**src/rtl/pll_loader_pkg.sv**
```systemverilog
package pll_loader_pkg;

    // Field widths of the serial frame
    localparam int LEAD_BITS  = 12;
    localparam int SHIFT_BITS = 2;
    localparam int GAP_BITS   = 10;
    localparam int RANGE_BITS = 2;
    localparam int PAD_BITS   = 6;
    localparam int FIELD_BITS = 8;

    // Derived bit positions within the frame
    localparam int SHIFT_POS  = LEAD_BITS;
    localparam int RANGE_POS  = SHIFT_POS + SHIFT_BITS + GAP_BITS;
    localparam int MULT_POS   = RANGE_POS + RANGE_BITS + PAD_BITS;
    localparam int ADD_POS    = MULT_POS + FIELD_BITS;
    localparam int RDIV_POS   = ADD_POS + FIELD_BITS;
    localparam int FRAME_BITS = RDIV_POS + FIELD_BITS;
    localparam int CNT_W      = $clog2(FRAME_BITS + 1);

    // Legal limits and reset values
    localparam int MULT_MAX   = 63;
    localparam int SHIFT_MAX  = 2;
    localparam int RANGE_MAX  = 2;
    localparam int DEF_MULT   = 34;
    localparam int DEF_ADD    = 1;
    localparam int DEF_RDIV   = 29;

    typedef struct packed {
        logic [SHIFT_BITS-1:0] shift;
        logic [RANGE_BITS-1:0] range;
        logic [FIELD_BITS-1:0] mult;
        logic [FIELD_BITS-1:0] add;
        logic [FIELD_BITS-1:0] rdiv;
    } pll_params_t;

    localparam pll_params_t PARAMS_RESET = '{
        shift: '0,
        range: '0,
        mult:  FIELD_BITS'(DEF_MULT),
        add:   FIELD_BITS'(DEF_ADD),
        rdiv:  FIELD_BITS'(DEF_RDIV)
    };

endpackage

```
**src/rtl/pll_bit_counter.sv**
```systemverilog
module pll_bit_counter
    import pll_loader_pkg::*;
(
    input  logic             clk,
    input  logic             rst_n,
    input  logic             wr_en_i,
    input  logic             strobe_i,
    output logic [CNT_W-1:0] count_o,
    output logic             at_last_o
);

    localparam logic [CNT_W-1:0] CNT_LAST = CNT_W'(FRAME_BITS - 1);
    localparam logic [CNT_W-1:0] CNT_FULL = CNT_W'(FRAME_BITS);

    logic [CNT_W-1:0] count_d, count_q;

    always_comb begin
        count_d = count_q;
        if (wr_en_i) begin
            if (strobe_i) begin
                count_d = '0;
            end else if (count_q != CNT_FULL) begin
                count_d = count_q + 1'b1;
            end
        end
    end

    always_ff @(posedge clk) begin
        if (!rst_n) begin
            count_q <= '0;
        end else begin
            count_q <= count_d;
        end
    end

    assign count_o   = count_q;
    assign at_last_o = (count_q == CNT_LAST);

endmodule

```
**src/rtl/pll_field_shadow.sv**
```systemverilog
module pll_field_shadow
    import pll_loader_pkg::*;
(
    input  logic             clk,
    input  logic             rst_n,
    input  logic             wr_en_i,
    input  logic             bit_i,
    input  logic [CNT_W-1:0] count_i,
    output pll_params_t      live_o
);

    pll_params_t fields_d, fields_q;

    // Each field bit is captured only on its own index; padding is dropped.
    always_comb begin
        fields_d = fields_q;
        if (wr_en_i) begin
            for (int i = 0; i < SHIFT_BITS; i++) begin
                if (count_i == CNT_W'(SHIFT_POS + i)) fields_d.shift[i] = bit_i;
            end
            for (int i = 0; i < RANGE_BITS; i++) begin
                if (count_i == CNT_W'(RANGE_POS + i)) fields_d.range[i] = bit_i;
            end
            for (int i = 0; i < FIELD_BITS; i++) begin
                if (count_i == CNT_W'(MULT_POS + i)) fields_d.mult[i] = bit_i;
                if (count_i == CNT_W'(ADD_POS + i))  fields_d.add[i]  = bit_i;
                if (count_i == CNT_W'(RDIV_POS + i)) fields_d.rdiv[i] = bit_i;
            end
        end
    end

    always_ff @(posedge clk) begin
        if (!rst_n) begin
            fields_q <= '0;
        end else begin
            fields_q <= fields_d;
        end
    end

    // The next value already holds the bit of the current write.
    assign live_o = fields_d;

endmodule

```
**src/rtl/pll_field_check.sv**
```systemverilog
module pll_field_check
    import pll_loader_pkg::*;
(
    input  logic [SHIFT_BITS-1:0] shift_i,
    input  logic [RANGE_BITS-1:0] range_i,
    input  logic [FIELD_BITS-1:0] mult_i,
    output logic                  legal_o
);

    logic shift_ok, range_ok, mult_ok;

    always_comb begin
        shift_ok = (shift_i <= SHIFT_BITS'(SHIFT_MAX));
        range_ok = (range_i <= RANGE_BITS'(RANGE_MAX));
        mult_ok  = (mult_i  <= FIELD_BITS'(MULT_MAX));
        legal_o  = shift_ok && range_ok && mult_ok;
    end

endmodule

```
**src/rtl/pll_serial_loader.sv**
```systemverilog
module pll_serial_loader
    import pll_loader_pkg::*;
(
    input  logic       clk,
    input  logic       rst_n,
    input  logic       wr_en_i,
    input  logic [1:0] wr_data_i,
    output logic [1:0] shift_o,
    output logic [1:0] range_o,
    output logic [7:0] mult_o,
    output logic [7:0] add_o,
    output logic [7:0] rdiv_o,
    output logic       update_o,
    output logic       err_o
);

    typedef struct packed {
        pll_params_t params;
        logic        update;
        logic        err;
    } loader_state_t;

    logic             data_bit;
    logic             strobe;
    logic [CNT_W-1:0] bit_count;
    logic             at_last;
    pll_params_t      live;
    logic             fields_legal;
    logic             commit_ok;
    logic             commit_bad;

    loader_state_t st_d, st_q;

    assign data_bit = wr_data_i[0];
    assign strobe   = wr_data_i[1];

    pll_bit_counter u_counter (
        .clk       (clk),
        .rst_n     (rst_n),
        .wr_en_i   (wr_en_i),
        .strobe_i  (strobe),
        .count_o   (bit_count),
        .at_last_o (at_last)
    );

    pll_field_shadow u_shadow (
        .clk     (clk),
        .rst_n   (rst_n),
        .wr_en_i (wr_en_i),
        .bit_i   (data_bit),
        .count_i (bit_count),
        .live_o  (live)
    );

    pll_field_check u_check (
        .shift_i (live.shift),
        .range_i (live.range),
        .mult_i  (live.mult),
        .legal_o (fields_legal)
    );

    always_comb begin
        commit_ok  = wr_en_i && strobe && at_last && fields_legal;
        commit_bad = wr_en_i && strobe && !commit_ok;

        st_d        = st_q;
        st_d.update = 1'b0;
        if (commit_ok) begin
            st_d.params = live;
            st_d.update = 1'b1;
        end
        if (commit_bad) begin
            st_d.err = 1'b1;
        end
    end

    always_ff @(posedge clk) begin
        if (!rst_n) begin
            st_q.params <= PARAMS_RESET;
            st_q.update <= 1'b0;
            st_q.err    <= 1'b0;
        end else begin
            st_q <= st_d;
        end
    end

    assign shift_o  = st_q.params.shift;
    assign range_o  = st_q.params.range;
    assign mult_o   = st_q.params.mult;
    assign add_o    = st_q.params.add;
    assign rdiv_o   = st_q.params.rdiv;
    assign update_o = st_q.update;
    assign err_o    = st_q.err;

endmodule

```
**config.mk**
```make
export PLATFORM = sky130hd
export DESIGN_NAME = pll_serial_loader
export DESIGN_NICKNAME = d
export VERILOG_FILES = /design/src/rtl/pll_loader_pkg.sv /design/src/rtl/pll_bit_counter.sv /design/src/rtl/pll_field_shadow.sv /design/src/rtl/pll_field_check.sv /design/src/rtl/pll_serial_loader.sv
export SDC_FILE = /design/constraint.sdc
export NUM_CORES = 1
export LEC_CHECK = 0
export BUFFER_PORTS_ARGS = -buffer_cell sky130_fd_sc_hd__buf_2
export CAP_MARGIN = 20
export CELL_PAD_IN_SITES_DETAIL_PLACEMENT = 0
export CELL_PAD_IN_SITES_GLOBAL_PLACEMENT = 2
export CORE_MARGIN = 2
export CORE_UTILIZATION = 33
export CTS_CLUSTER_SIZE = 16
export DETAILED_ROUTE_END_ITERATION = 10
export PLACE_DENSITY_LB_ADDON = 0.1
export SLEW_MARGIN = 20
export SYNTH_ARGS = -nofsm -noshare
export SYNTH_HDL_FRONTEND = slang
export SYNTH_SLANG_ARGS = --single-unit
```
**constraint.sdc**
```tcl
create_clock -name clk -period 2.1 [get_ports clk]
set_input_delay 0.42 -clock clk [delete_from_list [all_inputs] [get_ports clk]]
set_output_delay 0.42 -clock clk [all_outputs]
set_load 0.05 [all_outputs]
```
==> flow_metrics.py <==
metrics = {
    "drt": {
        "drc": 0,
        "routed_via_density": 4.66,
        "dr.pass1.iters": 4,
        "drt_first_iter_violations": 69,
        "num_vias": 2197,
        "wire_per_inst_um": 14.7,
        "wl_um": 6900,
        "ant_nets": 0,
    },
    "grt": {
        "busiest_layer": "met1",
        "grt_pass1_vias": 2161,
        "grt_pass1_wl_um": 11500,
        "groute.usage.overall": 0.151,
        "use_met1": 0.227,
        "met3_usage": 0.0344,
        "met2_usage": 0.205,
        "grt_max_degree": 70,
        "grt_overflow": 0,
        "antenna_found_initial": 0,
    },
    "synthesis": {
        "syn_nets": 293,
        "ys_ff_latch": 64,
        "seq_area_frac_synth": 0.436,
        "yosysWarnings": 0,
        "ys_types": 38,
        "synth_edf_count": 0,
        "postSynthAreaPerCell_um2": 10.3,
        "async_reset_ff_frac": 0,
        "synth_cells": 284,
        "netlist_area_um2": 2940,
        "synth-main-ff-cell": "dfxtp_1",
    },
    "critical_path": {
        "crit_chain": "inv_4 > ha_4 > nand3b_1 > o31a_1 > o22ai_2 > and4_4 > buf_4 > buf_16 > mux2_4",
        "arrival_ns": 2.43,
        "critPathTopFamily": "compound AO/OA/AOI/OAI gates",
        "crit_type": "reg2reg",
        "start_kind": "register",
        "critPathBufInv": 3,
        "cpPeakStageDelay_ns": 0.37,
        "crit_slowest_cell": "o31a_1",
        "critPathMaxFanout": 4,
        "end_kind": "register",
        "worstPathRequired_ns": 2.33,
    },
    "placed_design": {
        "placedCellCount": 442,
        "io_buffers": 34,
        "gp_congestion": 0.764,
        "dp_hpwl_um": 4350,
        "dpl_worst_slack_ns": -0.152,
        "placed_area_um2": 3410,
    },
    "final_layout": {
        "nFillCells": 865,
        "fin_nets": 367,
        "layout_common_cells": "59 x dfxtp_1, 43 x buf_4, 34 x buf_2",
        "utilization": 0.453,
        "post-route-cell-area_um2": 3930,
        "diodes": 0,
        "drive_gt1_frac": 0.399,
        "layout_commonest_cell": "dfxtp_1",
        "areaGrowthSynthToFinish_pct": 33.9,
        "final_cells": 471,
    },
    "floorplanning": {
        "design.die.area_um2": 9660,
        "start_util": 0.338,
        "core_area_um2": 8680,
        "die_h_um": 98.3,
        "die_w_um": 98.3,
        "num_io_pins": 35,
        "num_rows": 34,
    },
    "sta": {
        "tightest_slew_ns": 0.387,
        "slew_violations": 0,
        "setup_violations": 28,
        "period_minus_slack_ns": 2.20,
        "timing.fmax_mhz": 454,
        "finalHoldViolations": 0,
        "min_period_over_period": 1.05,
        "relSlewSlack": 0.740,
        "setup_tns_ns": -1.82,
        "finalWorstSetupSlack_ns": -0.103,
        "fin_skew_ns": 0.0127,
        "rsz0062_at_grt": "true",
    },
    "power": {
        "power.switching_mw": 0.556,
        "p_comb_frac": 0.041,
        "static-leakage-power_nw": 1.66,
        "power_frac_clock": 0.496,
        "ir_drop_mv": 0.367,
        "power.density_nw_per_um2": 670,
        "seqPwrFrac": 0.462,
        "sw_frac_of_total": 0.211,
        "p_int_mw": 2.08,
    },
    "clocking": {
        "root_buffer": "clkbuf_8",
        "clockBufferDepth": 2,
        "clock_sinks": 64,
        "hold_buffers": 0,
        "clkTransAtPathRegs_ns": 0.07,
        "cts_buffers": 9,
        "clock_latency_ns": 0.34,
        "htree_levels": 3,
        "cts_tree": "built",
    },
    "outcome": {
        "violations": "negative setup slack",
        "status": "finished, violations left",
    },
    "job": {
        "cap_viol_max_count": 0,
    },
    "worst_hold_path": {
        "min_path_type": "in2reg",
    },
}
[worst paths after layout]
check,startpoint,endpoint,slack [ns],cells past startpoint
max,u_counter.count_o[1],range_o[1],-0.10,9
min,wr_data_i[1],err_o,0.44,3
max reg2reg,u_counter.count_o[1],range_o[1],-0.10,9
min reg2reg,err_o,err_o,0.45,2
[cell usage after synthesis (3+ instances only)]
cell type | count | area, µm²
ha_1 | 4 | 50.1
nor2b_1 | 17 | 106
o21ai_0 | 10 | 50.1
nand3_1 | 6 | 30.0
and2_1 | 21 | 131
nand3b_1 | 7 | 52.6
dfxtp_1 | 64 | 1280
buf_2 | 3 | 15.0
a21oi_1 | 3 | 15.0
inv_1 | 4 | 15.0
mux2i_1 | 15 | 150
o21a_1 | 6 | 45.0
xor2_1 | 3 | 26.3
nand2b_1 | 9 | 56.3
clkbuf_1 | 12 | 45.0
or3_1 | 9 | 56.3
o31a_1 | 4 | 35.0
a21boi_0 | 8 | 60.1
mux2_4 | 20 | 300
nor2_1 | 8 | 30.0
nand2_1 | 14 | 52.6
nand4b_1 | 4 | 35.0
mux2_1 | 6 | 67.6
nor3_1 | 7 | 35.0
[area by class of cell]
cell class | count | area [µm²] | share of cell area
Tap cell | 108 | 135 | 0.0344
Sequential cell | 64 | 1290 | 0.329
Timing Repair Buffer | 84 | 609 | 0.155
Inverter | 4 | 22.5 | 0.00573
Clock buffer | 11 | 141 | 0.0360
Clock inverter | 5 | 104 | 0.0264
Multi-Input combinational cell | 195 | 1630 | 0.414
[metrics by stage]
stage                     hold slack (ns)  power, mW
after CTS                           0.424       2.67
after detailed placement            0.439       1.34
after global placement              0.436       1.34
after global routing                0.428       2.74
after floorplan                     0.463       1.30
final                               0.437       2.64
[power groups by stage]
stage | registers [mW] | logic (mW) | clock network [mW]
after global placement | 1.25 | 0.0955 | 0
after floorplan | 1.25 | 0.0499 | 0
final | 1.22 | 0.109 | 1.31
after detailed placement | 1.25 | 0.0944 | 0
after CTS | 1.22 | 0.103 | 1.35
after global routing | 1.22 | 0.119 | 1.40
[cell families (layout without fill, tap and decap cells)]
logic type | Yosys count | count (layout) | synth area share
XOR/XNOR | 3 | 3 | 0.00895
flip-flops | 64 | 64 | 0.436
multiplexers | 41 | 41 | 0.176
adder cells (fa/ha/maj) | 4 | 4 | 0.0171
buffers and inverters | 25 | 104 | 0.0520
AND/OR/NAND/NOR | 112 | 112 | 0.228
AO/OA/AOI/OAI | 35 | 35 | 0.0810
[repair_timing]
action,4_1_cts,5_1_grt
hold endpoints to repair,0,0
gates cloned,2,0
gates resized for setup,32,7
endpoints found under the setup margin,26,30
buffers inserted,8,5
pin swaps,6,2
[sequential cells by signal, summed over array words and instances, names as in the netlist]
signal / count
add_o: 8
rdiv_o: 8
u_shadow.fields_q: 28
update_o: 1
range_o: 2
u_counter.count_o: 6
mult_o: 8
err_o: 1
shift_o: 2
[worst reg2reg max path: cells and delay by family, from the launching register on]
family	cells	cell delay, ns
AOI/OAI and AO/OA	2	0.55
adders and majority gates	1	0.14
buffers and inverters	3	0.33
DFF	1	0.36
muxes	1	0.29
and+or+nand+nor	2	0.42
[routing by layer]
layer  wire length, µm  up-vias  share of wire
met2              2880       38           0.42
met3               202        7          0.029
li1                  -     1121              -
met4                82        0          0.012
met1              3740     1031           0.54
met5                 0        -              0
(Power assumes the default switching activity.)
